===== config.mk =====
export PLATFORM = sky130hd
export DESIGN_NAME = loop_capture_detector
export DESIGN_NICKNAME = d
export VERILOG_FILES = /design/src/rtl/lcd_pkg.sv /design/src/rtl/lcd_qualify.sv /design/src/rtl/lcd_nbl_table.sv /design/src/rtl/loop_capture_detector.sv
export SDC_FILE = /design/constraint.sdc
export NUM_CORES = 1
export LEC_CHECK = 0
export CORE_UTILIZATION = 25
export CTS_CLUSTER_SIZE = 30
export DETAILED_ROUTE_END_ITERATION = 6
export DONT_BUFFER_PORTS = 1
export PLACE_DENSITY = 0.41
export REMOVE_ABC_BUFFERS = 1
export SYNTH_ARGS = -nofsm -noshare
export SYNTH_HDL_FRONTEND = slang
export SYNTH_SLANG_ARGS = --single-unit

===== constraint.sdc =====
create_clock -name clk_i -period 3.6 [get_ports clk_i]
set_input_delay 0.36 -clock clk_i [delete_from_list [all_inputs] [get_ports clk_i]]
set_output_delay 0.36 -clock clk_i [all_outputs]
set_load 0.01 [all_outputs]

===== src/rtl/lcd_pkg.sv =====
package lcd_pkg;
  typedef enum logic [1:0] {
    KIND_OTHER = 2'b00,
    KIND_COND  = 2'b01,
    KIND_JUMP  = 2'b10,
    KIND_CALL  = 2'b11
  } ctl_kind_e;

  typedef enum logic [1:0] {
    ABT_OTHER     = 2'b00,
    ABT_INNER     = 2'b01,
    ABT_EXIT      = 2'b10,
    ABT_CALL_FULL = 2'b11
  } abort_cause_e;

  function automatic logic cause_marks_bad(logic [1:0] cause);
    return cause != ABT_OTHER;
  endfunction
endpackage


===== src/rtl/lcd_qualify.sv =====
module lcd_qualify #(
  parameter int ADDR_W = 32,
  parameter int CAP_W  = 8
) (
  input  logic [ADDR_W-1:0] pc_i,
  input  logic [ADDR_W-1:0] target_i,
  input  logic [1:0]        kind_i,
  input  logic [CAP_W-1:0]  cap_i,
  output logic              capturable_o
);
  import lcd_pkg::*;

  logic              eligible;
  logic              backward;
  logic [ADDR_W-1:0] span;
  logic [ADDR_W-1:0] body_words;
  logic              fits;

  always_comb begin
    eligible   = (kind_i == KIND_COND) || (kind_i == KIND_JUMP);
    backward   = target_i < pc_i;
    span       = pc_i - target_i;
    // span wraps when not backward; the result is masked by backward
    body_words = (span >> 2) + ADDR_W'(1);
    fits       = body_words <= ADDR_W'(cap_i);
    capturable_o = eligible && backward && fits;
  end
endmodule


===== src/rtl/lcd_nbl_table.sv =====
module lcd_nbl_table #(
  parameter int ADDR_W = 32,
  parameter int DEPTH  = 8
) (
  input  logic              clk_i,
  input  logic              rst_ni,
  input  logic [ADDR_W-1:0] look_pc_i,
  output logic              hit_o,
  input  logic              ins_i,
  input  logic [ADDR_W-1:0] ins_tag_i
);
  localparam int IW = (DEPTH > 1) ? $clog2(DEPTH) : 1;
  localparam logic [IW-1:0] LAST = IW'(DEPTH - 1);

  logic [DEPTH-1:0]  vld_q;
  logic [ADDR_W-1:0] tag_q [DEPTH];
  logic [IW-1:0]     ptr_q;
  logic [DEPTH-1:0]  match;

  for (genvar g = 0; g < DEPTH; g++) begin : g_cmp
    assign match[g] = vld_q[g] && (tag_q[g] == look_pc_i);
  end

  assign hit_o = |match;

  always_ff @(posedge clk_i or negedge rst_ni) begin
    if (!rst_ni) begin
      vld_q <= '0;
      ptr_q <= '0;
      for (int i = 0; i < DEPTH; i++) tag_q[i] <= '0;
    end else if (ins_i) begin
      vld_q[ptr_q] <= 1'b1;
      tag_q[ptr_q] <= ins_tag_i;
      ptr_q        <= (ptr_q == LAST) ? '0 : ptr_q + IW'(1);
    end
  end

  // entries are only ever filled, never dropped, outside reset
  assert_valid_sticky_R8: assert property (@(posedge clk_i) disable iff (!rst_ni)
    (vld_q & $past(vld_q)) == $past(vld_q));

  assert_ptr_range_R8: assert property (@(posedge clk_i) disable iff (!rst_ni)
    ptr_q <= LAST);

  assert_insert_visible_R7: assert property (@(posedge clk_i) disable iff (!rst_ni)
    ins_i |=> (tag_q[$past(ptr_q)] == $past(ins_tag_i)) && vld_q[$past(ptr_q)]);
endmodule


===== src/rtl/loop_capture_detector.sv =====
module loop_capture_detector #(
  parameter int ADDR_W    = 32,
  parameter int CAP_W     = 8,
  parameter int NBL_DEPTH = 8
) (
  input  logic              clk_i,
  input  logic              rst_ni,
  input  logic              dec_valid_i,
  input  logic [ADDR_W-1:0] dec_pc_i,
  input  logic [1:0]        dec_kind_i,
  input  logic [ADDR_W-1:0] dec_target_i,
  input  logic [CAP_W-1:0]  iq_cap_i,
  input  logic              ctl_normal_i,
  input  logic              abort_valid_i,
  input  logic [1:0]        abort_cause_i,
  input  logic [ADDR_W-1:0] abort_tag_i,
  output logic              req_valid_o,
  output logic [ADDR_W-1:0] req_start_pc_o,
  output logic [ADDR_W-1:0] req_end_pc_o
);
  import lcd_pkg::*;

  logic              capturable;
  logic              tbl_hit;
  logic              record;
  logic              bypass_hit;
  logic              fire;
  logic              req_v_q;
  logic [ADDR_W-1:0] start_q;
  logic [ADDR_W-1:0] end_q;

  lcd_qualify #(.ADDR_W(ADDR_W), .CAP_W(CAP_W)) u_qualify (
    .pc_i        (dec_pc_i),
    .target_i    (dec_target_i),
    .kind_i      (dec_kind_i),
    .cap_i       (iq_cap_i),
    .capturable_o(capturable)
  );

  assign record = abort_valid_i && cause_marks_bad(abort_cause_i);

  lcd_nbl_table #(.ADDR_W(ADDR_W), .DEPTH(NBL_DEPTH)) u_nbl (
    .clk_i    (clk_i),
    .rst_ni   (rst_ni),
    .look_pc_i(dec_pc_i),
    .hit_o    (tbl_hit),
    .ins_i    (record),
    .ins_tag_i(abort_tag_i)
  );

  // a tag being written this cycle already blocks the matching decode
  assign bypass_hit = record && (abort_tag_i == dec_pc_i);
  assign fire = dec_valid_i && ctl_normal_i && capturable && !tbl_hit && !bypass_hit;

  always_ff @(posedge clk_i or negedge rst_ni) begin
    if (!rst_ni) begin
      req_v_q <= 1'b0;
      start_q <= '0;
      end_q   <= '0;
    end else begin
      req_v_q <= fire;
      if (fire) begin
        start_q <= dec_target_i;
        end_q   <= dec_pc_i;
      end
    end
  end

  assign req_valid_o    = req_v_q;
  assign req_start_pc_o = start_q;
  assign req_end_pc_o   = end_q;

  assert_kind_ok_R1: assert property (@(posedge clk_i) disable iff (!rst_ni)
    req_valid_o |-> ($past(dec_kind_i) == KIND_COND || $past(dec_kind_i) == KIND_JUMP));

  assert_backward_R2: assert property (@(posedge clk_i) disable iff (!rst_ni)
    req_valid_o |-> req_start_pc_o < req_end_pc_o);

  assert_fits_R3: assert property (@(posedge clk_i) disable iff (!rst_ni)
    req_valid_o |-> (((req_end_pc_o - req_start_pc_o) >> 2) + ADDR_W'(1)) <= ADDR_W'($past(iq_cap_i)));

  assert_req_fields_R4: assert property (@(posedge clk_i) disable iff (!rst_ni)
    req_valid_o |-> ($past(dec_valid_i) && req_end_pc_o == $past(dec_pc_i)
                     && req_start_pc_o == $past(dec_target_i)));

  assert_normal_gate_R5: assert property (@(posedge clk_i) disable iff (!rst_ni)
    !ctl_normal_i |=> !req_valid_o);

  assert_bypass_R9: assert property (@(posedge clk_i) disable iff (!rst_ni)
    (dec_valid_i && abort_valid_i && abort_cause_i != ABT_OTHER && abort_tag_i == dec_pc_i)
      |=> !req_valid_o);
endmodule


==> impl_metrics.json <==
{
  "clock_insertion_delay_worst_skew_ns": 0.59,
  "viasPerCell": 4.74,
  "cp_max_fanout": 15,
  "failed_checks": "negative hold slack, negative setup slack",
  "die_height_um": 279,
  "gp_congestion": 0.844,
  "status": "finished with violations",
  "route.detailed.wl_per_inst_um": 25.6,
  "slew_headroom": 0.392,
  "synth_enable_flop_cells": 0,
  "switching_power_mw": 4.60,
  "data_arrival_time_at_the_worst_slack_endpoint_ns": 4.70,
  "synthDistinctLibCells": 75,
  "drc_errors": 0,
  "vias_in_the_first_global_route": 14583,
  "cts_buffer_depth": 3,
  "dp_hpwl_um": 47200,
  "fin_crit_sh": 1.18,
  "cts_clk_pin_slew_worst_paths_ns": 0.06,
  "cts_sinks": 332,
  "cts_tree": "yes",
  "sequentialPowerShare": 0.414,
  "cts.htree.levels": 2,
  "fp.dieArea_mm2": 0.0777,
  "antenna_found_initial": 6,
  "synth-main-ff-cell": "sky130_fd_sc_hd__dfrtp_1",
  "final_period_minus_worst_setup_slack_ns": 4.25,
  "slew_violations": 0,
  "use_met2": 0.329,
  "antenna_violating_nets_post_route": 0,
  "synthCells": 1668,
  "grt_util_met3": 0.0301,
  "combinationalPowerShare": 0.299,
  "setup_ws_ns": -0.647,
  "swShare": 0.307,
  "grt_start_max_net_pins": 333,
  "synth.yosys.seq_area_share": 0.434,
  "r2r_setup_slack_ns": -0.30,
  "timing.setup.critical_path_class": "input port to register",
  "final.hold.worst_slack_ns": -0.519,
  "clock-root-buffer": "sky130_fd_sc_hd__clkbuf_16",
  "setup-violations-final": 64,
  "hold_violations": 332,
  "startpoint": "dec_target_i[1]",
  "worst_r2r_startpoint": "u_nbl.tag_q[140]",
  "rsz0062_at_grt": "yes",
  "placedCellCount": 2736,
  "cp_data_required_time_ns": 4.06,
  "drt_first_iter_violations": 911,
  "worst_setup_path_start_kind": "input port",
  "grtUsageTotal": 0.192,
  "final_util": 0.320,
  "achievable-frequency_ghz": 0.235,
  "max_cap_violations": 0,
  "ios": 178,
  "worstHoldPathType": "input port to async pin",
  "routed_wl_um": 74900,
  "synth.yosys.warnings": 0,
  "critPathCaptureType": "register",
  "grt.overflow.total": 0,
  "avgSynthCellArea_um2": 11.5,
  "power-per-cell-area_mw_per_mm2": 618,
  "cts_buffers": 43,
  "final.setup_skew_ns": 0.0189,
  "first_pass_grt_wire_length_um": 107000,
  "intPower_mw": 10.4,
  "flow.area_growth_from_synthesis_pct": 26.8,
  "ys_seq_elements": 332,
  "via_count": 13841,
  "power_leakage_nw": 10.6,
  "die_width_um": 279,
  "tightest_slew_ns": 0.903,
  "final_layout_size_suffix_gt1_frac": 0.342,
  "initial_core_util": 0.253,
  "crit-reg2reg-capture": "req_end_pc_o[11]",
  "synthArstFlopShare": 1.00,
  "r2r.worst_path.cells": 15,
  "instances_no_fill": 2923,
  "numPortBuffers": 0,
  "core_region_area_mm2": 0.0758,
  "detail_route.first_pass.iterations": 7,
  "busiest_layer": "met2",
  "ctsHoldBuffers": 96,
  "synthesis.area_mm2": 0.0192,
  "met1_usage": 0.255,
  "mostFrequentLayoutCells": "sky130_fd_sc_hd__dfrtp_1 (332), sky130_fd_sc_hd__mux2_2 (261), sky130_fd_sc_hd__xor2_1 (222)",
  "totalPowerFinal_mw": 15.0,
  "final_common_cell": "sky130_fd_sc_hd__dfrtp_1",
  "setup-tns-final_ns": -39.88,
  "placementRows": 101,
  "vdd_ir_drop_max_mv": 0.354,
  "fin_nets": 2067,
  "share_clk_of_total_power": 0.287
}
-- through the flow --
stage / area, um2 / setup slack (ns)
after CTS: 24100 / -0.668
after global placement: 21500 / -1.50
after global routing: 24300 / -0.922
after floorplan: 18700 / -2.10
final: 24300 / -0.647
after detailed placement: 21500 / -1.65
-- cell usage after synthesis, types with 4 or more instances --
cell type / count / area, um2
sky130_fd_sc_hd__nand4_1: 42 / 263
sky130_fd_sc_hd__and2_1: 7 / 43.8
sky130_fd_sc_hd__o211ai_1: 6 / 45.0
sky130_fd_sc_hd__o211a_1: 6 / 60.1
sky130_fd_sc_hd__a31oi_1: 5 / 31.3
sky130_fd_sc_hd__o22ai_1: 4 / 25.0
sky130_fd_sc_hd__or3_1: 12 / 75.1
sky130_fd_sc_hd__nor2_1: 28 / 105
sky130_fd_sc_hd__dfrtp_1: 332 / 8310
sky130_fd_sc_hd__nor2b_1: 5 / 31.3
sky130_fd_sc_hd__xor2_1: 223 / 1950
sky130_fd_sc_hd__or2_2: 13 / 81.3
sky130_fd_sc_hd__buf_1: 15 / 56.3
sky130_fd_sc_hd__inv_1: 48 / 180
sky130_fd_sc_hd__mux2_4: 60 / 901
sky130_fd_sc_hd__a211oi_1: 6 / 45.0
sky130_fd_sc_hd__nand3_1: 33 / 165
sky130_fd_sc_hd__nand2b_1: 13 / 81.3
sky130_fd_sc_hd__or4_1: 4 / 30.0
sky130_fd_sc_hd__nor4_1: 56 / 350
sky130_fd_sc_hd__and3_1: 13 / 81.3
sky130_fd_sc_hd__o21ai_0: 32 / 160
sky130_fd_sc_hd__nand2_1: 40 / 150
sky130_fd_sc_hd__mux2_2: 261 / 2940
sky130_fd_sc_hd__a21oi_1: 45 / 225
sky130_fd_sc_hd__buf_6: 6 / 67.6
sky130_fd_sc_hd__a21o_1: 12 / 90.1
sky130_fd_sc_hd__nor3_1: 37 / 185
sky130_fd_sc_hd__o21a_1: 6 / 45.0
sky130_fd_sc_hd__xnor2_1: 93 / 815
sky130_fd_sc_hd__ha_1: 43 / 538
sky130_fd_sc_hd__clkbuf_1: 90 / 338
-- repair_timing --
action                                 CTS  global route
pin swaps                                7             4
endpoints found under the hold margin  652           332
resized for setup                       24            13
cloned                                   3             3
buffers inserted                         4             3
setup endpoints to repair               65            65
-- how the worst max path moves through the flow --
stage                               endpoint  slack, ns  cells after the start
after floorplan             req_end_pc_o[10]      -2.10                     23
after global placement      req_end_pc_o[22]      -1.50                     24
after detailed placement  req_start_pc_o[22]      -1.65                     24
after CTS                   req_end_pc_o[20]      -0.67                     25
after global routing        req_end_pc_o[21]      -0.92                     25
final                       req_end_pc_o[11]      -0.65                     25
-- metal layers --
| layer | vias to the layer above | wire length (um) |
|---|---|---|
| met5 | - | 0 |
| met4 | 0 | 1400 |
| met3 | 65 | 2730 |
| met2 | 256 | 36800 |
| met1 | 7138 | 34000 |
| li1 | 6382 | - |
-- worst max-delay path, stage by stage --
cell and delay, ns:
sky130_fd_sc_hd__clkinvlp_4 0.08, sky130_fd_sc_hd__ha_4 0.28, sky130_fd_sc_hd__nor2b_4 0.19, sky130_fd_sc_hd__nor2_4 0.05, sky130_fd_sc_hd__buf_6 0.11, sky130_fd_sc_hd__xor2_2 0.14
sky130_fd_sc_hd__buf_4 0.14, sky130_fd_sc_hd__nor4_4 0.31, sky130_fd_sc_hd__nand2_1 0.11, sky130_fd_sc_hd__xnor2_1 0.13, sky130_fd_sc_hd__ha_1 0.30, sky130_fd_sc_hd__a21oi_1 0.15
sky130_fd_sc_hd__nor2b_1 0.06, sky130_fd_sc_hd__o21ai_1 0.12, sky130_fd_sc_hd__nand2b_1 0.08, sky130_fd_sc_hd__o22ai_2 0.15, sky130_fd_sc_hd__nor4b_4 0.22, sky130_fd_sc_hd__o2111ai_2 0.15
sky130_fd_sc_hd__a221oi_2 0.24, sky130_fd_sc_hd__o211ai_1 0.19, sky130_fd_sc_hd__nor4_4 0.28, sky130_fd_sc_hd__o2111ai_4 0.19, sky130_fd_sc_hd__buf_6 0.19, sky130_fd_sc_hd__buf_16 0.16
sky130_fd_sc_hd__mux2_4 0.31
-- layout make-up --
| type | count | area, um2 |
|---|---|---|
| well taps | 978 | 1220 |
| flip-flops and latches | 332 | 8310 |
| repair buffers | 315 | 2800 |
| multi-input cells | 1171 | 10400 |
| fillers | 7761 | 51500 |
| clock inverters | 17 | 189 |
| inverters | 48 | 188 |
| diodes | 2 | 5.00 |
| clock buffers | 60 | 1210 |
-- power by group through the flow --
stage / Clock (mW) / Combinational, mW / Sequential [mW]
after detailed placement: 0 / 4.30 / 6.28
after global placement: 0 / 4.22 / 6.20
after global routing: 4.57 / 4.96 / 6.42
after CTS: 4.44 / 4.53 / 6.21
after floorplan: 0 / 3.28 / 6.05
final: 4.30 / 4.49 / 6.21
-- cell families after synthesis --
kind of cell,share of synthesized area
fa+ha+maj,0.0281
simple gates,0.0960
xor+xnor,0.146
compound gates,0.0587
buf+inv,0.0355
mux,0.202
flops,0.434
-- flip-flops by register name, summed over array words and instances (netlist names) --
register,cells
req_end_pc_o,32
u_nbl.ptr_q,3
req_valid_o,1
u_nbl.vld_q,8
u_nbl.tag_q,256
req_start_pc_o,32
(Power assumes the default switching activity.)
